`src/rtl/tree_ser_pkg.sv`:
```
// Package: shared types and helpers for the tree serializer.
// Assumes the word width is a power of two.
package tree_ser_pkg;

    // Which word-clock edge latches the parallel input.
    typedef enum logic {
        CAPT_RISE = 1'b0,
        CAPT_FALL = 1'b1
    } capt_edge_e;

    // Bit offset of tree level j inside a flat vector holding all levels:
    // level 0 is the full word, level j holds w >> j bits.
    function automatic int tree_off(int w, int j);
        return 2 * w - 2 * (w >> j);
    endfunction

endpackage

```
`src/rtl/ser_div_chain.sv`:
```
// Divider chain: cascaded divide-by-two toggle stages on the bit clock.
// Stage 0 toggles every cycle. Stage i toggles when all lower stages are 1.
// Also gives the last-cycle-of-word strobe (all ones) and the
// mid-word strobe (cycle just before the top stage rises).
// Assumes a synchronous active-low reset clearing every stage together.
module ser_div_chain #(
    parameter int STAGES = 4
) (
    input  logic              clk,
    input  logic              rst_n,
    output logic [STAGES-1:0] div_q,
    output logic              wrap_o,
    output logic              mid_o
);

    logic [STAGES:0] carry;

    assign carry[0] = 1'b1;

    for (genvar i = 0; i < STAGES; i++) begin : g_stage
        logic t_q;

        // Toggle stage i when every lower stage is high.
        always_ff @(posedge clk) begin
            if (!rst_n)        t_q <= 1'b0;
            else if (carry[i]) t_q <= ~t_q;
        end

        assign div_q[i]     = t_q;
        assign carry[i + 1] = carry[i] & t_q;
    end

    // Strobes derived from the carry chain.
    assign wrap_o = carry[STAGES];
    assign mid_o  = carry[STAGES-1] & ~div_q[STAGES-1];

endmodule

```
`src/rtl/ser_merge.sv`:
```
// One halving stage of the tree: a register of IN_W/2 bits.
// On a load cycle it takes the lower or the upper half of its input,
// as chosen by the select bit from the divider chain.
// Assumes the input stays stable across the two loads that read it.
module ser_merge #(
    parameter int IN_W = 16
) (
    input  logic              clk,
    input  logic              rst_n,
    input  logic              ld_i,
    input  logic              sel_i,
    input  logic [IN_W-1:0]   d_i,
    output logic [IN_W/2-1:0] q_o
);

    localparam int OW = IN_W / 2;

    // Load the selected half on the stage's load cycle.
    always_ff @(posedge clk) begin
        if (!rst_n)    q_o <= '0;
        else if (ld_i) q_o <= sel_i ? d_i[IN_W-1:OW] : d_i[OW-1:0];
    end

endmodule

```
`src/rtl/ser_lane.sv`:
```
// One serializer lane.
// It has an edge capture register and an alignment register used in
// rising-edge mode. These feed LEVELS halving stages that end in one bit.
// Stage j reloads when the lower LEVELS-j divider bits are all ones.
// It picks its half by divider bit LEVELS-j.
// Assumes cap_fall is static outside reset.
module ser_lane
    import tree_ser_pkg::*;
#(
    parameter int W      = 16,
    parameter int LEVELS = 4
) (
    input  logic              clk,
    input  logic              rst_n,
    input  logic              cap_fall,
    input  logic              cap_en,
    input  logic              wrap_en,
    input  logic [LEVELS-1:0] div_q,
    input  logic [W-1:0]      word_i,
    output logic [W-1:0]      cap_q_o,
    output logic              bit_o
);

    logic [W-1:0]     edge_q;
    logic [W-1:0]     al_q;
    logic [2*W-2:0]   tv;
    capt_edge_e       edge_sel;

    assign edge_sel = capt_edge_e'(cap_fall);

    // Latch the parallel word on the selected word-clock edge.
    always_ff @(posedge clk) begin
        if (!rst_n)      edge_q <= '0;
        else if (cap_en) edge_q <= word_i;
    end

    // Move a rising-edge capture to the falling-edge phase of the tree.
    always_ff @(posedge clk) begin
        if (!rst_n)       al_q <= '0;
        else if (wrap_en) al_q <= edge_q;
    end

    assign tv[W-1:0] = (edge_sel == CAPT_FALL) ? edge_q : al_q;

    for (genvar j = 1; j <= LEVELS; j++) begin : g_lvl
        localparam int IW = W >> (j - 1);
        localparam int OW = W >> j;
        localparam int IO = tree_off(W, j - 1);
        localparam int OO = tree_off(W, j);
        localparam int SB = LEVELS - j;

        logic ld;

        if (SB == 0) begin : g_last
            assign ld = 1'b1;
        end else begin : g_mid
            assign ld = &div_q[SB-1:0];
        end

        ser_merge #(.IN_W(IW)) u_merge (
            .clk   (clk),
            .rst_n (rst_n),
            .ld_i  (ld),
            .sel_i (div_q[SB]),
            .d_i   (tv[IO+IW-1:IO]),
            .q_o   (tv[OO+OW-1:OO])
        );
    end

    assign cap_q_o = edge_q;
    assign bit_o   = tv[2*W-2];

endmodule

```
`src/rtl/tree_ser16.sv`:
```
// Top: multi-lane tree serializer sharing one divider chain.
// It brings out the word clock (top divider stage) and one serial bit
// per lane per bit clock.
// Assumes WORD_W is a power of two and cap_fall changes only in reset.
module tree_ser16 #(
    parameter int WORD_W = 16,
    parameter int N_CH   = 2
) (
    input  logic                   clk,
    input  logic                   rst_n,
    input  logic                   cap_fall,
    input  logic [N_CH*WORD_W-1:0] word_in,
    output logic                   word_clk,
    output logic [N_CH-1:0]        ser_out
);

    localparam int LEVELS = $clog2(WORD_W);

    logic [LEVELS-1:0]      div_q;
    logic                   wrap_s;
    logic                   mid_s;
    logic                   cap_en;
    logic [N_CH*WORD_W-1:0] cap_all;

    ser_div_chain #(.STAGES(LEVELS)) u_div (
        .clk    (clk),
        .rst_n  (rst_n),
        .div_q  (div_q),
        .wrap_o (wrap_s),
        .mid_o  (mid_s)
    );

    // Capture strobe: falling-edge point or rising-edge point of word_clk.
    assign cap_en   = cap_fall ? wrap_s : mid_s;
    assign word_clk = div_q[LEVELS-1];

    for (genvar k = 0; k < N_CH; k++) begin : g_ch
        ser_lane #(.W(WORD_W), .LEVELS(LEVELS)) u_lane (
            .clk      (clk),
            .rst_n    (rst_n),
            .cap_fall (cap_fall),
            .cap_en   (cap_en),
            .wrap_en  (wrap_s),
            .div_q    (div_q),
            .word_i   (word_in[k*WORD_W +: WORD_W]),
            .cap_q_o  (cap_all[k*WORD_W +: WORD_W]),
            .bit_o    (ser_out[k])
        );
    end

endmodule

```
`config.mk`:
```
export PLATFORM = sky130hd
export DESIGN_NAME = tree_ser16
export DESIGN_NICKNAME = d
export VERILOG_FILES = /design/src/rtl/tree_ser_pkg.sv /design/src/rtl/ser_div_chain.sv /design/src/rtl/ser_merge.sv /design/src/rtl/ser_lane.sv /design/src/rtl/tree_ser16.sv
export SDC_FILE = /design/constraint.sdc
export NUM_CORES = 1
export LEC_CHECK = 0
export ABC_AREA = 1
export BUFFER_PORTS_ARGS = -buffer_cell sky130_fd_sc_hd__buf_2
export CORE_MARGIN = 1.5
export CORE_UTILIZATION = 39
export CTS_CLUSTER_DIAMETER = 200
export DETAILED_ROUTE_END_ITERATION = 10
export PLACE_DENSITY = 0.56
export SETUP_SLACK_MARGIN = 0.02
export SYNTH_ARGS = -nofsm -noshare
export SYNTH_HDL_FRONTEND = slang
export SYNTH_SLANG_ARGS = --single-unit
```
`constraint.sdc`:
```
create_clock -name clk -period 1.7 [get_ports clk]
set_input_delay 0.255 -clock clk [delete_from_list [all_inputs] [get_ports clk]]
set_output_delay 0.255 -clock clk [all_outputs]
set_load 0.1 [all_outputs]
```
Word level (Yosys, flattened, before mapping)
Index checks and enable logic that the tools add are counted.

Bits in registers: 98. Bits in latches: 0. Memory bits (writable): 0. Memory bits (read-only): 0. Logic and storage cells: 37. Memories kept: 0.

Add/subtract/negate cells: 0. Multiply operators: 0. Divide/modulo/power cells: 0. Magnitude comparators: 0. Equality and inequality tests: 0. Shifts and indexed selects: 0. Muxes and demuxes: 11. Bitwise operators: 8. Reduce and logical (&&, ||, !) cells: 2.

Operators by type and width (count): two-way mux 16 bit (2); two-way mux 8 bit (2); two-way mux 4 bit (2); bitwise AND 1 bit (4); two-way mux 2 bit (2); NOT 1 bit (4); two-way mux 1 bit (3); AND reduction 3 bit (1); AND reduction 2 bit (1).

Longest topological paths before layout
Gate-level depths: netlist (run 1).

Depth after elaboration: 4. Depth in mapped cells: 8. Mapped depth without buffers: 7.

Cells and area by module
A second synthesis (run 1) with hierarchy kept.

Cells, all modules: 773. Area total of the unflattened synthesis: 4988.5 sq um.

By module, submodules not included: ser_lane (instances 2, cells each 241, area an instance 1587.8 sq um); ser_merge at g_ch[0].u_lane.g_lvl[1].u_merge ... (instances 2, cells each 69, area an instance 439.2 sq um); ser_merge at g_ch[0].u_lane.g_lvl[2].u_merge ... (instances 2, cells each 35, area an instance 209.0 sq um); ser_merge at g_ch[0].u_lane.g_lvl[3].u_merge ... (instances 2, cells each 18, area an instance 105.1 sq um); ser_div_chain (instances 1, cells each 23, area an instance 181.4 sq um); ser_merge at g_ch[0].u_lane.g_lvl[4].u_merge ... (instances 2, cells each 10, area an instance 55.1 sq um); tree_ser16 (instances 1, cells each 4, area an instance 15.0 sq um).

Worst setup path before layout (run 1)
Ideal clock, no wire load.

Kind: register to register. Start: register u_div.g_stage[3].t_q. End: register g_ch[0].u_lane.edge_q[0]. Library setup time: 0.113 ns. Data arrival time: 1.863 ns. Required time: 1.587 ns. Slack: -0.276 ns. Stages on the path, launching flop included: 7. Clock period less this slack: 1.976 ns. Cell sequence: dfxtp_1 > nand4_2 > nand2_1 > buf_4 > nand3_1 > nand2_1 > nor2_1.

Word-level cells in the longest chain between the ends: 3.

Ends and longest elaborated chain: start: declaration (line ser_div_chain.sv:21) `logic t_q;`; start signal: assignment (line ser_div_chain.sv:26) `else if (carry[i]) t_q <= ~t_q;`; NOT 1 bit (line ser_div_chain.sv:35) `assign mid_o = carry[STAGES-1] & ~div_q[STAGES-1];`; bitwise AND 1 bit (line ser_div_chain.sv:35); two-way mux 1 bit * (line tree_ser16.sv:34) `assign cap_en = cap_fall ? wrap_s : mid_s;`; end signal: assignment (line ser_lane.sv:34) `else if (cap_en) edge_q <= word_i;`; end: declaration (line ser_lane.sv:24) `logic [W-1:0] edge_q;`.

Mark *: on every way between the ends. The rest lies on a longest branch, timed or not. A chain may end at the register's enable or synchronous reset.

Worst setup path after layout (run 1)
Start: register u_div.g_stage[3].t_q. End: output port word_clk.

RTL lines: end: declaration (line tree_ser16.sv:13) `output logic word_clk,`.

No word-level cell between the ends.

==> results.md, run 1 <==
* Status: complete, no violations
* # Post-CTS Setup Buffers at 0
* Synth cell types at 21
* Lkg Pwr at 2.17 nW
* Met3 wire len at 416 um
* Worst Path Arrival at 1.27 ns
* Crit path cell chain: buf_2
* Cell Pwr Density at 891 nW/um2
* Relative slew slack at 67.0%
* Setup crit start kind: register
* Final ANT Viol Nets at 0
* DP Worst Slack at 0.232 ns
* Flops & latches, synth at 98
* Nets at 691
* Die area at 11900 um2
* DRT met1 WL at 4.68 mm
* Syn Nets at 670
* Total negative slack at 0 ns
* Wire length per cell at 11.2 um
* WL met2 at 3.76 mm
* Vias in the first global route at 3215
* Top cell type's share of synthesized area at 44.8%
* Worst slew pin tran at 0.498 ns
* Setup Crit Path Kind: register to output port
* H-tree levels at 3
* Synth warn at 0
* RSZ-0062 raised after global routing: false
* Diodes inserted at 0
* Critical path required time at 1.44 ns
* First-pass GRT wire length at 15.3 mm
* Worst-case vdd ir drop at 376 uV
* Fmax at 0.657 GHz
* DRC at 0
* Largest cells by area after synthesis: dfxtp_1 45%, nand2_1 13%, inv_1 8.1%, o21ai_0 7.3%, nor2_1 7.0%
* Mapped Avg Cell Area at 6.89 um2
* Share of layout cells above drive strength 1 at 11.2%
* First-pass iteration count of the detailed router at 4
* R2R setup slack at 0.22 ns
* CP max-delay cell: buf_2
* CTS sink cnt at 98
* Hold-fix buffers, CTS at 0
* Total power at 4.36 mW
* Final setup vio count at 0
* Later-pin clock latency in the skew report at 0.36 ns
* CTS Buffer Depth at 2
* Initial antenna violation count at 0
* Fin crit period at 1.52 ns
* Final Hold Viols at 0
* Asr flop ratio synth at 0%
* Post-synth top cells: 149 x nand2_1, 98 x dfxtp_1, 95 x inv_1
* Mapped Cells at 635
* Starting Density at 40.2%
* Die width at 109 um
* Drt total wl at 8.99 mm
* 1st-iter DRT viols at 193
* Worst Hold Class: input port to register
* CP Buf/Inv Count at 1
* GPL Wtd Cong at 0.747
* Max-cap violations at 0
* CP top delay family: buffers and inverters
* EDFF count, synth at 0
* PostCTS Resize Cnt at 0
* Period utilization at 89.5%
* Crit. End Element: output port
* Total CTS buffers at 9
* I/O Buffers at 37
* Crit-path max FO at 5
* Top Layer Used: met4
* HPWL Detailed at 6.02 mm
* Clock root buffer: clkbuf_8
* Vias/cell at 4.59
* CORE AREA at 10900 um2
* Clock Skew at 0.00930 ns
* Register area share after synthesis at 44.8%
* Area Growth Syn to Fin at 11.8%
* Critical path's largest stage delay at 0.47 ns
* Row cnt at 38
* Cell Area, Synth at 4380 um2
* Largest area contributor in the synthesized netlist: dfxtp_1
* Vias after detailed routing at 3677
* Reg clk slew, reported paths at 0.10 ns
* Io pins at 38
* Largest net degree at the start of global routing at 55
* CTS tree: built
* Top_reg_cell synth: dfxtp_1
* Max Slew Vio Count at 0
* Die Ht at 109 um
* All-Layer GR Usage at 16.5%
* Count leader, synth: nand2_1
* Total gr overflow at 0
* Setup ws final at 0.178 ns
==> through the flow <==
stage	hold slack, ns	area (um2)	std cells	utilization, %
final	0.194	4890	801	44.9
after global routing	0.214	4890	801	44.9
after CTS	0.177	4890	801	44.9
after detailed placement	0.436	4650	785	42.7
after global placement	0.431	4650	785	42.7
after floorplan	0.424	4380	635	-
==> sequential cells by signal, summed over array words and instances (netlist names) <==
register,cells
g_ch.u_lane.cap_q_o,32
g_ch.u_lane.al_q,32
g_ch.u_lane.g_lvl.u_merge.q_o,30
u_div.g_stage.t_q,4
==> area by class of cell <==
| type | instances | area (um2) |
|---|---|---|
| Tap cell | 140 | 175 |
| Timing Repair Buffer | 51 | 340 |
| Clock inverter | 6 | 114 |
| Clock buffer | 10 | 128 |
| Fill cell | 1106 | 5990 |
| Sequential cell | 98 | 1960 |
| Multi-Input combinational cell | 401 | 1820 |
| Inverter | 95 | 357 |
==> cells in the final DEF, fill, tap and decap left out, drive strengths merged <==
master    netlist  routed
nand4           1       1
mux2i           8       8
nand3          50      50
o21bai          1       1
dfxtp          98      98
o21ai          64      64
clkinvlp        0       2
buf            23      51
inv            95      96
o221ai          1       1
nor2           84      84
nand2         151     151
bufinv          0       3
clkbuf         18      10
a21oi          32      32
o22ai           9       9
==> report_power, final <==
group	internal, mW	switching (mW)
logic	0.0968	0.156
clock network	0.983	0.810
registers	2.30	0.0122
==> kinds of logic after synthesis <==
group,count (synthesis),share of synthesized area (%)
simple gates,286,26.8
buf+inv,136,13.7
compound gates,107,12.9
flops,98,44.8
mux,8,1.83
==> per-layer routing <==
layer | vias up | global-route usage (%)
li1 | 1996 | -
met1 | 1599 | 23.9
met2 | 73 | 24.3
met3 | 9 | 2.87
met4 | 0 | 6.48
met5 | - | 0
==> path summary, 6_finish.rpt <==
check                                        startpoint                         end  cells after the start
worst max register to register     u_div.g_stage[0].t_q  g_ch[1].u_lane.cap_q_o[15]                      7
worst min register to register  g_ch[0].u_lane.al_q[12]     g_ch[0].u_lane.al_q[12]                      2
worst min-delay path                        word_in[20]   g_ch[1].u_lane.cap_q_o[4]                      5
worst max-delay path               u_div.g_stage[3].t_q                    word_clk                      1
==> tightest hold or removal path, stage by stage <==
cell     delay (ns)
buf_2          0.07
inv_1          0.03
nand3_1        0.06
nand2_1        0.04
nor2_1         0.07
No activity file was read; power rests on OpenSTA's default activity.
==> run 2: changes to the inputs <==
ABC_CLOCK_PERIOD_IN_PS = 1700   (was not set)
SYNTH_HIERARCHICAL = 1   (was not set)
==> run 2 against run 1 <==
Effect of this change: fmax grew 3.6%; sequential share of layout area down 4.3 points; cell area rose by 12%; worst hold slack worse by 0.0084 ns; highest routed layer unchanged; sequential power about the same; via count up 10%.
==> results.md, run 2 <==
* Status: complete, no violations
* Die width at 116 um
* Largest area contributor in the synthesized netlist: dfxtp_1
* Routing usage on met3 at 3.43%
* Crit. End Element: register
* DRC at 0
* Die area at 13500 um2
* Synth warn at 6
* Area Growth Syn to Fin at 9.76%
* # Post-CTS Setup Buffers at 0
* Max Slew Vio Count at 0
* RSZ-0062 raised after global routing: false
* Hold Path End: g_ch[0].u_lane/cap_q_o[0]
* Synth Area in Adders at 0%
* Cell Pwr Density at 856 nW/um2
* Sw power at 1.13 mW
* Total negative slack at 0 ns
* Post-Synth XOR/XNOR Area at 0%
* Reg clk slew, reported paths at 0.07 ns
* I/O Buffers at 37
* Post-synth top cells: 226 x nand2_1, 211 x nor2_1, 112 x inv_1
* Reg2Reg Capture Point: g_ch[0].u_lane/cap_q_o[6]
* Crit-path max FO at 64
* Starting Density at 39.7%
* Drt total wl at 9.10 mm
* Nets at 834
* Row cnt at 41
* Fmax at 0.681 GHz
* Sw Share at 24.2%
* Area of the multi-input gates at 2210 um2
* Count leader, synth: nand2_1
* Vias after detailed routing at 4056
* CTS Buffer Depth at 2
* Setup Crit Path Kind: register to register
* Mapped Avg Cell Area at 6.45 um2
* Most common cell after layout, fill and taps aside: nand2_1
* Fill count at 1363
* Asr flop ratio synth at 0%
* Later-pin clock latency in the skew report at 0.35 ns
* Core Util, Final at 43.6%
* PostCTS Resize Cnt at 0
* Hold Crit Depth at 5
* Clock Skew at 0.00537 ns
* Vias in the first global route at 3506
* Wire length per cell at 9.33 um
* Reg2reg path depth at 8
* Met2 Track Usage GR at 22.0%
* Max-cap violations at 0
* Cell Area, Synth at 4990 um2
* Largest family of logic cells by synthesized area: simple AND/OR/NAND/NOR gates
* First-pass iteration count of the detailed router at 4
* GPL Wtd Cong at 0.710
* Worst Hold Class: input port to register
* Worst-case vdd ir drop at 446 uV
* First-pass GRT wire length at 15.8 mm
* Reg area at 1960 um2
* Largest net degree at the start of global routing at 65
* Complex-gate fraction of the synthesized area at 5.62%
* Initial antenna violation count at 0
* Flops & latches, synth at 98
* All-Layer GR Usage at 14.8%
* Global routing's busiest layer: met2
* GRT met1 Usage at 20.3%
* Setup crit start kind: register
* Register area share after synthesis at 39.3%
* HPWL Detailed at 6.13 mm
* CORE AREA at 12600 um2
* Clock root buffer: clkbuf_16
* Top_reg_cell synth: dfxtp_1
* Total CTS buffers at 9
* Total gr overflow at 0
* Int Power at 3.55 mW
* Flop pwr share at 50.0%
* Worst r2r src: u_div/g_stage[3].t_q
* Largest cells by area after synthesis: dfxtp_1 39%, nand2_1 17%, nor2_1 16%, inv_1 8.4%, buf_6 5.4%
* Io pins at 38
* Gate power share at 8.3%
* Share of layout cells above drive strength 1 at 14.4%
* Final setup vio count at 0
* Die Ht at 116 um
* Top cell type's share of synthesized area at 39.3%
* Worst Path Arrival at 1.72 ns
* Final Hold Viols at 0
* Synth cell types at 19
* Mapped Cells at 773
* CTS tree: built
* Hold Path Origin: word_in[0]
* Commonest non-fill, non-tap cells in the layout: 225 x nand2_1, 211 x nor2_1, 112 x inv_1, 98 x dfxtp_1, 36 x buf_2
* Diodes inserted at 0
* Vias/cell at 4.16
* Period utilization at 86.4%
* 1st-iter DRT viols at 181
* CTS sink cnt at 98
* Hold-fix buffers, CTS at 0
* Critical path required time at 1.95 ns
* R2R setup slack at 0.23 ns
* Final ANT Viol Nets at 0
* Mux cell area share after synthesis at 0%
* Fin crit period at 1.47 ns
* Simple-Gate Fraction of Synth Area at 38.3%
* Clock network power share at 41.7%
* H-tree levels at 3
* Lkg Pwr at 2.53 nW
* EDFF count, synth at 0
[run 2: layout make-up]
class	instances	area share [%]
Multi-Input combinational cell	523	40.3
Timing Repair Buffer	49	6.44
Clock buffer	11	4.62
Tap cell	172	3.93
Inverter	118	8.18
Clock inverter	5	0.663
Sequential cell	98	35.8
[run 2: critical path: stages, from the launching register on]
cell and delay [ns]:
dfxtp_1 0.43, nand4_1 0.15, inv_1 0.14, nand2_1 0.08, nand2_2 0.10, buf_12 0.25
nand2_1 0.09, nand2_1 0.06, nor2_1 0.03
[run 2: cells by family after synthesis]
group / count (synthesis)
AND/OR/NAND/NOR: 484
other: 2
buffers and inverters: 154
flip-flops: 98
AO/OA/AOI/OAI: 35
[run 2: worst max path at each step]
stage,from,to,depth (start not counted)
detailed placement,u_div/g_stage[3].t_q,g_ch[1].u_lane/cap_q_o[10],8
global route,u_div/g_stage[3].t_q,g_ch[1].u_lane/cap_q_o[2],8
CTS,u_div/g_stage[3].t_q,g_ch[1].u_lane/cap_q_o[10],8
global placement,u_div/g_stage[3].t_q,g_ch[0].u_lane/cap_q_o[7],8
floorplan,u_div/g_stage[0].t_q,g_ch[0].u_lane/cap_q_o[10],8
finish,u_div/g_stage[3].t_q,g_ch[0].u_lane/cap_q_o[6],8
[run 2: power by group through the flow]
stage / Clock, mW / Combinational [mW] / Sequential (mW)
floorplan: 0 / 0.286 / 2.42
global placement: 0 / 0.388 / 2.40
detailed placement: 0 / 0.393 / 2.40
CTS: 2.04 / 0.394 / 2.34
global route: 2.15 / 0.446 / 2.35
finish: 1.95 / 0.390 / 2.34
[run 2: per-layer routing]
layer | routed length, um | up-vias | part of all wire (%)
met5 | 0 | - | 0
met4 | 192 | 0 | 2.1
met3 | 217 | 12 | 2.4
met2 | 3560 | 45 | 39
met1 | 5140 | 1705 | 56
li1 | - | 2294 | -
[run 2: per-stage QoR]
stage | worst slack [ns] | cells | area (um2) | power (mW) | hold WS [ns]
CTS | 0.219 | 976 | 5480 | 4.77 | 0.177
finish | 0.231 | 976 | 5480 | 4.69 | 0.186
floorplan | 0.0857 | 775 | 5000 | 2.70 | 0.375
global placement | 0.310 | 960 | 5190 | 2.78 | 0.458
global route | 0.0924 | 976 | 5480 | 4.94 | 0.196
detailed placement | 0.236 | 960 | 5190 | 2.79 | 0.463
==> run 3: changes to the inputs <==
CORE_ASPECT_RATIO = 0.75   (was not set)
==> run 3 against run 2 <==
Effect of this change: sequential share of layout area did not move; via count is 0.22% higher; fmax is 6.9% higher; non-clock buffer count up 1; largest cell class unchanged; die area about the same; highest routed layer unchanged; sequential power is essentially flat; first-iteration DRC count decreased by 3.9%; core utilization increased by 0.62 points; critical endpoint is now g_ch[1].u_lane/g_lvl[1].u_merge/q_o[5]; register-to-register slack better by 0.09 ns; cell count is 0.61% lower; critical path depth fell by 1; count of clock-buffer cells in the layout is 2 lower.
==> results.md, run 3 (synthesized netlist as in run 2, its figures left out) <==
* Total negative slack at 0 ns
* Critical path required time at 1.95 ns
* CTS sink cnt at 98
* Die area at 13500 um2
* Nets at 835
* First-pass iteration count of the detailed router at 4
* Sw power at 1.18 mW
* Gate power share at 8.4%
* Status: complete, no violations
* Final ANT Viol Nets at 0
* Clock root buffer: clkbuf_16
* Die width at 134 um
* Worst r2r src: u_div/g_stage[0].t_q
* CTS tree: built
* Worst-case vdd ir drop at 479 uV
* HPWL Detailed at 6.34 mm
* Inst Count DP at 955
* Post-route design area at 5480 um2
* Cell Pwr Density at 850 nW/um2
* Period utilization at 80.8%
* Total power at 4.65 mW
* Vias/cell at 4.19
* Total gr overflow at 0
* All-Layer GR Usage at 15.3%
* Setup crit start kind: register
* Hold WS at 0.186 ns
* Flop pwr share at 50.4%
* Fmax at 0.728 GHz
* Total CTS buffers at 9
* Core Util, Final at 44.2%
* Hold-fix buffers, CTS at 0
* Lkg Pwr at 2.51 nW
* DP Worst Slack at 0.328 ns
* Final setup vio count at 0
* Setup ws final at 0.326 ns
* Max Slew Vio Count at 0
* GPL Wtd Cong at 0.735
* H-tree levels at 3
* Non-Filler Instances at 970
* Largest net degree at the start of global routing at 65
* Drt total wl at 9.50 mm
* Crit-path max FO at 17
* Most common cell after layout, fill and taps aside: nand2_1
* DRC at 0
* Worst Hold Class: input port to register
* Area Growth Syn to Fin at 9.76%
* Vias in the first global route at 3691
* Clock network power share at 41.2%
* I/O Buffers at 37
* Worst Path Arrival at 1.62 ns
* R2R setup slack at 0.33 ns
* Later-pin clock latency in the skew report at 0.35 ns
* 1st-iter DRT viols at 174
* Diodes inserted at 0
* RSZ-0062 raised after global routing: false
* Final Hold Viols at 0
* Reg2Reg Capture Point: g_ch[1].u_lane/g_lvl[1].u_merge/q_o[5]
* First-pass GRT wire length at 16.7 mm
* Crit. End Element: register
* Io pins at 38
* CTS Buffer Depth at 2
* PostCTS Resize Cnt at 0
* Commonest non-fill, non-tap cells in the layout: 225 x nand2_1, 211 x nor2_1, 112 x inv_1, 98 x dfxtp_1, 36 x buf_2
* Wire length per cell at 9.79 um
* Vias after detailed routing at 4065
* CORE AREA at 12400 um2
* Initial antenna violation count at 0
* Hold Path End: g_ch[1].u_lane/cap_q_o[1]
* Hold Path Origin: word_in[17]
* Int Power at 3.47 mW
* # Post-CTS Setup Buffers at 0
* Row cnt at 35
* Max-cap violations at 0
* Fin crit period at 1.37 ns
* Clock Skew at 0.00971 ns
* Area post-placement at 5200 um2
* Reg clk slew, reported paths at 0.07 ns
* Die Ht at 101 um
* Starting Density at 40.3%
* Setup Crit Path Kind: register to register
* Share of layout cells above drive strength 1 at 14.4%
* Hold Crit Depth at 5
* Reg2reg path depth at 7
* Sw Share at 25.3%
## run 3: cell types whose count changed in the layout (fill, tap and decap cells not counted), sizes merged
cell / delta
clkbuf: -2
clkinvlp: +3
clkinv: -2
buf: +1
## run 3: power groups by stage
stage	Clock [mW]	Combinational, mW	Sequential, mW
after detailed placement	0	0.394	2.40
after floorplan	0	0.286	2.42
after global routing	2.06	0.448	2.35
after CTS	1.99	0.395	2.34
after global placement	0	0.390	2.40
final	1.92	0.392	2.34
## run 3: routing by layer
layer | track usage (%) | vias to the layer above | part of all wire [%] | wire length (um)
met5 | 0 | - | 0 | 0
met2 | 22.8 | 61 | 38 | 3570
met1 | 21.8 | 1694 | 57 | 5430
met4 | 5.02 | 0 | 1.5 | 142
met3 | 3.62 | 11 | 3.7 | 348
li1 | - | 2299 | - | -
## run 3: cell type report
class                   instances  area (um2)
repair buffers                 50         373
clock buffers                   9         225
flip-flops and latches         98        1960
multi-input cells             523        2210
inverters                     118         448
clock inverters                 6        51.3
well taps                     166         208
fillers                      1302        6920
## run 3: worst max-delay path: stages (launching register included)
cell     delay, ns
dfxtp_1       0.39
buf_4         0.23
nand2_1       0.09
nor2_1        0.09
buf_4         0.23
nand3_1       0.13
nand2_1       0.08
inv_1         0.04
## run 3: worst max path at each step
stage                                         from                                      to  cells after the start
2_1_floorplan                 u_div/g_stage[0].t_q              g_ch[0].u_lane/cap_q_o[10]                      8
3_3_place_gp                              cap_fall  g_ch[1].u_lane/g_lvl[1].u_merge/q_o[5]                      8
3_5_place_dp                              cap_fall  g_ch[1].u_lane/g_lvl[1].u_merge/q_o[5]                      8
4_1_cts        g_ch[0].u_lane/g_lvl[4].u_merge/q_o                              ser_out[0]                      1
5_1_grt                       u_div/g_stage[0].t_q  g_ch[0].u_lane/g_lvl[1].u_merge/q_o[3]                      8
6_report                      u_div/g_stage[0].t_q  g_ch[1].u_lane/g_lvl[1].u_merge/q_o[5]                      7
